<file path="src/rtl/flow_pkg.sv">
package flow_pkg;
   typedef enum logic [2:0] {
      CC_EQ = 3'd0, CC_NE = 3'd1, CC_LT = 3'd2, CC_LE = 3'd3,
      CC_LO = 3'd4, CC_MI = 3'd5, CC_VS = 3'd6, CC_AL = 3'd7
   } cond_e;

   typedef enum logic [2:0] {
      TGT_SEQ, TGT_REL_MID, TGT_REL_LOW, TGT_REL_LONG, TGT_REG, TGT_LINK
   } tgt_e;

   typedef struct packed {
      logic  is_xfer;
      logic  guarded;
      logic  delayed;
      logic  links;
      tgt_e  tsel;
      cond_e cc;
   } xfer_t;

   localparam int FLAG_N = 3;
   localparam int FLAG_Z = 2;
   localparam int FLAG_C = 1;
   localparam int FLAG_V = 0;
endpackage

</file>
<file path="src/rtl/cond_eval.sv">
module cond_eval
   import flow_pkg::*;
(
   input  logic [3:0] flags_i,
   input  cond_e      cc_i,
   output logic       pass_o
);
   logic n, z, c, v, lt;
   assign n  = flags_i[FLAG_N];
   assign z  = flags_i[FLAG_Z];
   assign c  = flags_i[FLAG_C];
   assign v  = flags_i[FLAG_V];
   assign lt = n ^ v;

   always_comb begin
      unique case (cc_i)
         CC_EQ:   pass_o = z;
         CC_NE:   pass_o = ~z;
         CC_LT:   pass_o = lt;
         CC_LE:   pass_o = z | lt;
         CC_LO:   pass_o = c;
         CC_MI:   pass_o = n;
         CC_VS:   pass_o = v;
         default: pass_o = 1'b1;
      endcase
   end
endmodule

</file>
<file path="src/rtl/xfer_decode.sv">
module xfer_decode
   import flow_pkg::*;
(
   input  logic [15:0] instr_i,
   output xfer_t       xf_o
);
   logic [7:0] hi;
   assign hi = instr_i[15:8];

   always_comb begin
      xf_o = '{is_xfer: 1'b0, guarded: 1'b0, delayed: 1'b0, links: 1'b0,
               tsel: TGT_SEQ, cc: CC_AL};
      if (instr_i[15:12] == 4'hE) begin
         xf_o.is_xfer = 1'b1;
         xf_o.guarded = 1'b1;
         xf_o.delayed = instr_i[3];
         xf_o.tsel    = TGT_REL_MID;
         xf_o.cc      = cond_e'(instr_i[2:0]);
      end else if (instr_i[15:11] == 5'b11111) begin
         xf_o.is_xfer = 1'b1;
         xf_o.links   = 1'b1;
         xf_o.tsel    = TGT_REL_LONG;
      end else if ((hi == 8'hF0 || hi == 8'hF1) && !instr_i[3]) begin
         xf_o.is_xfer = 1'b1;
         xf_o.guarded = 1'b1;
         xf_o.delayed = hi[0];
         xf_o.tsel    = TGT_REG;
         xf_o.cc      = cond_e'(instr_i[2:0]);
      end else if (hi == 8'hF4 && instr_i[7:0] == 8'h00) begin
         xf_o.is_xfer = 1'b1;
         xf_o.tsel    = TGT_LINK;
      end else if (hi == 8'hF5) begin
         xf_o.is_xfer = 1'b1;
         xf_o.delayed = 1'b1;
         xf_o.links   = 1'b1;
         xf_o.tsel    = TGT_REL_LOW;
      end else if (hi == 8'hF6 && (instr_i[3] || instr_i[2:0] == 3'd0)) begin
         xf_o.is_xfer = 1'b1;
         xf_o.links   = 1'b1;
         xf_o.guarded = instr_i[3];
         xf_o.tsel    = TGT_REG;
         xf_o.cc      = cond_e'(instr_i[2:0]);
      end
   end
endmodule

</file>
<file path="src/rtl/target_gen.sv">
module target_gen
   import flow_pkg::*;
#(
   parameter int ADDR_W      = 16,
   parameter int INSTR_BYTES = 2
) (
   input  logic [ADDR_W-1:0] pc_i,
   input  logic [ADDR_W-1:0] src_i,
   input  logic [ADDR_W-1:0] link_i,
   input  logic [7:0]        off_mid_i,
   input  logic [7:0]        off_low_i,
   input  logic [10:0]       off_long_i,
   input  tgt_e              tsel_i,
   output logic [ADDR_W-1:0] seq_o,
   output logic [ADDR_W-1:0] target_o
);
   localparam int ALIGN = $clog2(INSTR_BYTES);

   logic [ADDR_W-1:0] reg_tgt;

   assign seq_o = pc_i + ADDR_W'(INSTR_BYTES);

   generate
      if (ALIGN > 0) begin : g_align
         assign reg_tgt = {src_i[ADDR_W-1:ALIGN], {ALIGN{1'b0}}};
      end else begin : g_noalign
         assign reg_tgt = src_i;
      end
   endgenerate

   always_comb begin
      unique case (tsel_i)
         TGT_REL_MID:  target_o = pc_i + {{(ADDR_W-8){off_mid_i[7]}}, off_mid_i};
         TGT_REL_LOW:  target_o = pc_i + {{(ADDR_W-8){off_low_i[7]}}, off_low_i};
         TGT_REL_LONG: target_o = pc_i + {{(ADDR_W-11){off_long_i[10]}}, off_long_i};
         TGT_REG:      target_o = reg_tgt;
         TGT_LINK:     target_o = link_i;
         default:      target_o = seq_o;
      endcase
   end
endmodule

</file>
<file path="src/rtl/nextpc_seq.sv">
module nextpc_seq
   import flow_pkg::*;
#(
   parameter int                ADDR_W      = 16,
   parameter int                INSTR_BYTES = 2,
   parameter logic [ADDR_W-1:0] RESET_PC    = '0
) (
   input  logic              clk,
   input  logic              rst_n,
   input  logic              instr_valid_i,
   input  logic [15:0]       instr_i,
   input  logic [3:0]        flags_i,
   input  logic [ADDR_W-1:0] src_i,
   input  logic [ADDR_W-1:0] link_i,
   output logic [ADDR_W-1:0] pc_o,
   output logic              lr_we_o,
   output logic [ADDR_W-1:0] lr_wdata_o
);
   initial begin
      assert (ADDR_W >= 12) else $error("ADDR_W must hold an 11-bit offset");
      assert (INSTR_BYTES >= 1 && (INSTR_BYTES & (INSTR_BYTES - 1)) == 0)
         else $error("INSTR_BYTES must be a power of two");
   end

   xfer_t             xf;
   logic              pass;
   logic [ADDR_W-1:0] seq, target;
   logic [ADDR_W-1:0] pc_q, tgt_q;
   logic              slot_q;
   logic              go;

   xfer_decode u_dec (.instr_i(instr_i), .xf_o(xf));

   cond_eval u_cond (.flags_i(flags_i), .cc_i(xf.cc), .pass_o(pass));

   target_gen #(.ADDR_W(ADDR_W), .INSTR_BYTES(INSTR_BYTES)) u_tgt (
      .pc_i       (pc_q),
      .src_i      (src_i),
      .link_i     (link_i),
      .off_mid_i  (instr_i[11:4]),
      .off_low_i  (instr_i[7:0]),
      .off_long_i (instr_i[10:0]),
      .tsel_i     (xf.tsel),
      .seq_o      (seq),
      .target_o   (target)
   );

   assign go = instr_valid_i && !slot_q && xf.is_xfer && (!xf.guarded || pass);

   always_ff @(posedge clk) begin
      if (!rst_n) begin
         pc_q   <= RESET_PC;
         tgt_q  <= '0;
         slot_q <= 1'b0;
      end else if (instr_valid_i) begin
         if (slot_q) begin
            pc_q   <= tgt_q;
            slot_q <= 1'b0;
         end else if (go && xf.delayed) begin
            pc_q   <= seq;
            tgt_q  <= target;
            slot_q <= 1'b1;
         end else if (go) begin
            pc_q <= target;
         end else begin
            pc_q <= seq;
         end
      end
   end

   assign pc_o       = pc_q;
   assign lr_we_o    = go && xf.links;
   assign lr_wdata_o = seq;
endmodule

</file>
<file path="config.mk">
export PLATFORM = sky130hd
export DESIGN_NAME = nextpc_seq
export DESIGN_NICKNAME = d
export VERILOG_FILES = /design/src/rtl/flow_pkg.sv /design/src/rtl/cond_eval.sv /design/src/rtl/xfer_decode.sv /design/src/rtl/target_gen.sv /design/src/rtl/nextpc_seq.sv
export SDC_FILE = /design/constraint.sdc
export NUM_CORES = 1
export LEC_CHECK = 0
export CAP_MARGIN = 20
export CELL_PAD_IN_SITES_DETAIL_PLACEMENT = 2
export CELL_PAD_IN_SITES_GLOBAL_PLACEMENT = 2
export CORE_ASPECT_RATIO = 2
export CORE_MARGIN = 2
export CORE_UTILIZATION = 27
export DETAILED_ROUTE_END_ITERATION = 16
export HOLD_SLACK_MARGIN = 0.02
export PLACE_DENSITY = 0.78
export SLEW_MARGIN = 30
export SYNTH_ARGS = -nofsm -noshare
export SYNTH_HDL_FRONTEND = slang
export SYNTH_SLANG_ARGS = --single-unit
</file>
<file path="constraint.sdc">
create_clock -name clk -period 4.4 [get_ports clk]
set_input_delay 0.66 -clock clk [delete_from_list [all_inputs] [get_ports clk]]
set_output_delay 0.66 -clock clk [all_outputs]
set_load 0.02 [all_outputs]
</file>
==> impl_metrics.ini, run 1 <==
[worst_setup_path]
path_buf_inv = 2
critical_path_required_ps = 4600
path_cells = clkdlybuf4s50_1 -> and4_1 -> nand2_1 -> mux2_2 -> ha_1 -> fa_1 -> a211oi_1 -> o211ai_1 -> buf_4 -> a41oi_1 -> a21oi_1 -> xnor2_1 -> o211a_1 -> o22ai_1
critical-path-max-stage-delay_ps = 520
worstSetupPathType = in2reg
cp_slowest_cell = clkdlybuf4s50_1
critical_path.endpoint_type = flop
rrSetupSlack_ps = 1490
cp.arrival_ps = 4320
path_max_fanout = 6
critical_path.top_delay_family = compound AO/OA/AOI/OAI gates
startpoint_type = primary input

[power]
leakagePower_nw = 1.74
power_density_nw_per_um2 = 253
ir_drop_mv = 0.322
power.total_mw = 1.17

[min_path]
hold_path_class = reg2reg

[logic_synthesis]
synth_top_family_by_area = compound AO/OA/AOI/OAI gates
synth_compound_area_share_pct = 31.9
syn_inst = 438
synth_xor_area_share_pct = 7.17
yosys.area_share.simple_pct = 21.4
synth-seq-cells = 33
synth_mux_area_share_pct = 6.91
async_flop_share_pct = 0
synth_top_cell_area_share_pct = 20.0
synth_edf_count = 0
synth_fp_nets = 513
ys_warn_count = 0
ys_types = 60
avgSynthCellArea_um2 = 7.53
synthTopCellsByArea = dfxtp_1 20%, ha_1 7.2%, o21ai_0 5.9%
synthFlopType = dfxtp_1
synthAdderAreaFrac_pct = 7.82
synth_area_um2 = 3300
yosysTopAreaCell = dfxtp_1
ys_seq_area_share_pct = 20.0

[cells_and_area]
area_delta_synth_final_pct = 39.7
nets = 605
layout-drive-gt1-share_pct = 8.10
instances_no_fill = 678
stdcell_area_um2 = 4600
diodes = 0

[cts]
clk_latency_ps = 290
path_clk_slew_ps = 60
cts_buffers = 5
cts_buffer_depth = 2
cts_tree = done
clock_sink_count = 33
cts_root_buf = clkbuf_16
postCtsSetupBuffers = 0
htreeDepth = 2
cts_hold_buf = 0
cts_resized = 0

[global_route]
grt_pass1_wl_mm = 23.4
grt_pass1_vias = 4361
antenna_found_initial = 0
grt_max_degree = 29
grt_overflow_total = 0
track_usage_pct = 23.6

[placed_design]
place.gp.congestion = 0.866
io_buffers = 86
dp_hpwl_mm = 12.5
place_area_um2 = 4410
place_inst = 670

[timing]
hold_viol_final = 0
finalCritPeriodShare_pct = 93.7
timing.fmax_ghz = 0.242
max_slew_margin_pct = 47.6
maxSlewViolCount = 0
final.min_clock_period_ps = 4120
worst_pin_slew_ps = 783
rsz0062_at_grt = no
finClkSkew_ps = 5.15
setup_viol = 0

[run_status]
status = completed

[floorplanning]
core-area_um2 = 12100
initial_core_util_pct = 27.4
io_pins = 88
die_y_um = 160
rows = 57
die_area_um2 = 13200
dieWidth_um = 82.1

[route]
viasPerCell = 5.71
postRouteAntennaNets = 0
initialDrtViolationCount = 95
vias = 3872
wl_mm = 15.1
drc = 0
wire_per_inst_um = 22.3
dr.pass1.iters = 4

[run]
maxCapViolCount = 0
-- logic make-up after synthesis --
kind of cell	Yosys count
AOI/OAI and AO/OA	154
and+or+nand+nor	145
buffers and inverters	37
DFF	33
xor gates and xnor gates	27
muxes	22
adders and majority gates	20
-- worst paths after layout --
path / to / cells after the start / from
hold / removal: pc_o[3] / 2 / tgt_q[3]
setup / recovery: pc_o[12] / 14 / instr_i[13]
setup reg to reg: pc_o[13] / 8 / pc_o[1]
hold reg to reg: pc_o[3] / 2 / tgt_q[3]
-- placed cells by master (no fill, tap or decap), drive strengths merged, types with 7 or more instances in the layout --
| master | synthesis | routed |
|---|---|---|
| o21ai | 40 | 40 |
| a211oi | 7 | 7 |
| o211ai | 8 | 8 |
| xnor2 | 16 | 16 |
| a22o | 7 | 7 |
| mux2i | 16 | 16 |
| a21oi | 30 | 30 |
| dfxtp | 33 | 33 |
| ha | 19 | 19 |
| nor2 | 37 | 37 |
| nor3 | 8 | 8 |
| a31oi | 10 | 10 |
| inv | 13 | 14 |
| buf | 4 | 23 |
| xor2 | 11 | 11 |
| nand2 | 46 | 46 |
| nand3 | 12 | 12 |
| nand4 | 10 | 10 |
| clkdlybuf4s50 | 0 | 86 |
-- layout make-up --
class | instances | area [um2]
Clock buffer | 5 | 125
Clock inverter | 3 | 68.8
Fill cell | 1397 | 7450
Inverter | 13 | 48.8
Multi-Input combinational cell | 368 | 2480
Sequential cell | 33 | 661
Tap cell | 147 | 184
Timing Repair Buffer | 109 | 1030
-- synthesized netlist by cell type, drive strengths merged (2+ instances only) --
cell / n
o21ai: 40
nor2b: 6
xnor2: 16
buf: 4
nor2: 37
a21o: 5
o21a: 2
a21oi: 30
and3: 5
o22ai: 5
nor4: 2
clkbuf: 20
nand2: 46
or3: 2
ha: 19
and4: 2
a22o: 7
nor3: 8
a32oi: 2
a41oi: 2
or4: 2
o211ai: 8
and2: 4
a22oi: 5
o211a: 4
o21bai: 2
nand2b: 5
a221oi: 6
mux2: 6
a221o: 3
dfxtp: 33
o2111ai: 4
a31oi: 10
xor2: 11
nand3: 12
mux2i: 16
o22a: 2
nand4: 10
inv: 13
a211oi: 7
-- power breakdown --
part | switching, mW | internal [mW] | leakage [nW] | total [mW]
sequential | 0.0230 | 0.308 | 0.268 | 0.331
combinational | 0.195 | 0.171 | 1.38 | 0.366
clock | 0.141 | 0.326 | 0.0944 | 0.468
-- worst register-to-register path: stages, from the launching register on --
cell	delay (ps)
dfxtp_1	610
ha_1	320
a211oi_1	360
o211ai_1	260
a41oi_1	320
o21bai_1	130
xor2_1	150
a221oi_1	470
o22ai_1	140
-- metrics by stage --
step                util [%]  hold slack, ps  TNS, ps  setup WS [ps]
global route            38.2             503        0          0.798
finish                  38.2             480        0            275
floorplan                  -             448        0            528
global placement        36.6             458        0           75.2
detailed placement      36.6             477   -0.751         -0.751
CTS                     38.2             486        0            278
-- sequential cells by signal, indices dropped and copies added, names as in the netlist --
name and cells:
pc_o 16, tgt_q 16, slot_q 1
-- layer usage --
metal  vias up  wire length (um)  track usage (%)
met3        42               383             2.49
met2        90              8830             46.5
li1       1830                 -                -
met5         -                 0                0
met4         0               673             12.1
met1      1910              5220             22.5
Power figures use the tool's default switching activity.
==> run 2: changes to the inputs <==
--- a/config.mk
+++ b/config.mk
@@ -14,6 +14,7 @@
 export DETAILED_ROUTE_END_ITERATION = 16
 export HOLD_SLACK_MARGIN = 0.02
 export PLACE_DENSITY = 0.78
+export REMOVE_ABC_BUFFERS = 1
 export SLEW_MARGIN = 30
 export SYNTH_ARGS = -nofsm -noshare
 export SYNTH_HDL_FRONTEND = slang
==> impl_metrics.ini, run 2 (synthesized netlist as in run 1, its figures left out) <==
[power]
power.total_mw = 1.11
leakagePower_nw = 1.73
p_switching_mw = 0.347
ir_drop_mv = 0.216
sw_frac_of_total_pct = 31.3
pwr-share-seq_pct = 29.9
power.internal_mw = 0.761
power_density_nw_per_um2 = 242
combinationalPowerShare_pct = 33.1
clock_power_share_pct = 37.0

[timing]
rsz0062_at_grt = no
maxSlewViolCount = 0
max_slew_margin_pct = 52.5
hold-worst-slack_ps = 483
timing.fmax_ghz = 0.241
finClkSkew_ps = 4.20
setup_tns_ps = 0
final.min_clock_period_ps = 4160
setup_viol = 0
finalCritPeriodShare_pct = 94.5
worst_pin_slew_ps = 709
hold_viol_final = 0

[cts]
clock_sink_count = 33
htreeDepth = 2
cts_buffers = 5
cts_resized = 0
cts_tree = done
cts_root_buf = clkbuf_16
cts_hold_buf = 0
postCtsSetupBuffers = 0
path_clk_slew_ps = 50
cts_buffer_depth = 2
clk_latency_ps = 280

[floorplanning]
dieWidth_um = 82.1
die_y_um = 160
die_area_um2 = 13200
io_pins = 88
core-area_um2 = 12100
rows = 57
initial_core_util_pct = 27.4

[worst_setup_path]
startpoint_type = primary input
critical_path.endpoint_type = flop
critical-path-max-stage-delay_ps = 480
cp_slowest_cell = clkdlybuf4s50_1
rrSetupSlack_ps = 1460
reg2reg_to = pc_o[14]
worstSetupPathType = in2reg
critical_path_required_ps = 4540
startpoint = instr_i[8]
r2r_start = pc_o[0]
cp.arrival_ps = 4300
path_cells = clkdlybuf4s50_1 -> nor2b_1 -> nand2_1 -> nand2b_1 -> nand2_1 -> mux2_2 -> ha_1 -> fa_1 -> a211oi_1 -> o211ai_1 -> a221oi_1 -> mux2i_1 -> a21oi_1 -> o31ai_1 -> a21oi_1
reg2regPathDepth = 9
path_max_fanout = 3

[route]
wl_met1_mm = 5.32
postRouteAntennaNets = 0
drc = 0
viasPerCell = 5.75
maxUsedRoutingLayer = met4
met2_length_mm = 8.63
vias = 3896
initialDrtViolationCount = 184
wire_per_inst_um = 22.2
route.met3.wl_um = 397
dr.pass1.iters = 4
wl_mm = 15.0

[cells_and_area]
fill_cells = 1428
postLayoutCoreUtil_pct = 38.0
diodes = 0
area_delta_synth_final_pct = 38.9
nets = 604
layout_commonest_cell = clkdlybuf4s50_1
layout-drive-gt1-share_pct = 7.92
final_cell_mix = 86 x clkdlybuf4s50_1, 46 x nand2_1, 39 x o21ai_0

[global_route]
grt_max_degree = 29
grt_pass1_vias = 4368
antenna_found_initial = 0
track_usage_pct = 23.4
grt_pass1_wl_mm = 23.3
grt_overflow_total = 0

[min_path]
min_from = tgt_q[7]
hold_end = pc_o[7]
worstHoldPathCells = 2
hold_path_class = reg2reg

[run_status]
status = completed

[run]
maxCapViolCount = 0

[placed_design]
dp_hpwl_mm = 12.4
io_buffers = 86
place.gp.congestion = 0.864
-- run 2: how the worst max path moves through the flow --
stage	to	slack, ps	depth (start not counted)
floorplan	pc_o[14]	770	14
global placement	pc_o[14]	5	13
detailed placement	pc_o[14]	-50	13
CTS	pc_o[14]	240	13
global route	pc_o[14]	1	15
finish	pc_o[14]	240	15
-- run 2: power groups by stage --
stage          Clock (mW)  Combinational (mW)  Sequential [mW]
4_1_cts             0.417               0.368            0.330
3_3_place_gp            0               0.352            0.336
2_1_floorplan           0               0.180            0.338
6_report            0.410               0.367            0.331
5_1_grt             0.428               0.397            0.332
3_5_place_dp            0               0.365            0.337
-- run 2: per-stage QoR --
step                std cells  setup slack [ps]  area (um2)
global route              677              1.39        4580
floorplan                 414               770        3190
detailed placement        669             -46.6        4400
global placement          669              5.04        4400
CTS                       677               236        4580
finish                    677               243        4580
-- run 2: layout make-up --
class	instances	area, um2	share of cell area (%)
clock buffers	7	143	3.11
clock inverters	1	30.0	0.656
inverters	13	48.8	1.07
multi-input cells	368	2490	54.3
flip-flops and latches	33	661	14.4
well taps	147	184	4.02
repair buffers	108	1030	22.4
-- run 2: per-layer routing --
metal | GRT usage [%] | up-vias
met4 | 11.9 | 0
met3 | 2.26 | 41
met2 | 45.2 | 99
li1 | - | 1820
met5 | 0 | -
met1 | 23.1 | 1936
-- run 2: worst max-delay path, delay by kind of cell --
kind	cells	cell delay [ps]
adder cells (fa/ha/maj)	2	600
AO/OA/AOI/OAI	6	1520
buffers and inverters	1	480
AND/OR/NAND/NOR	4	490
multiplexers	2	540
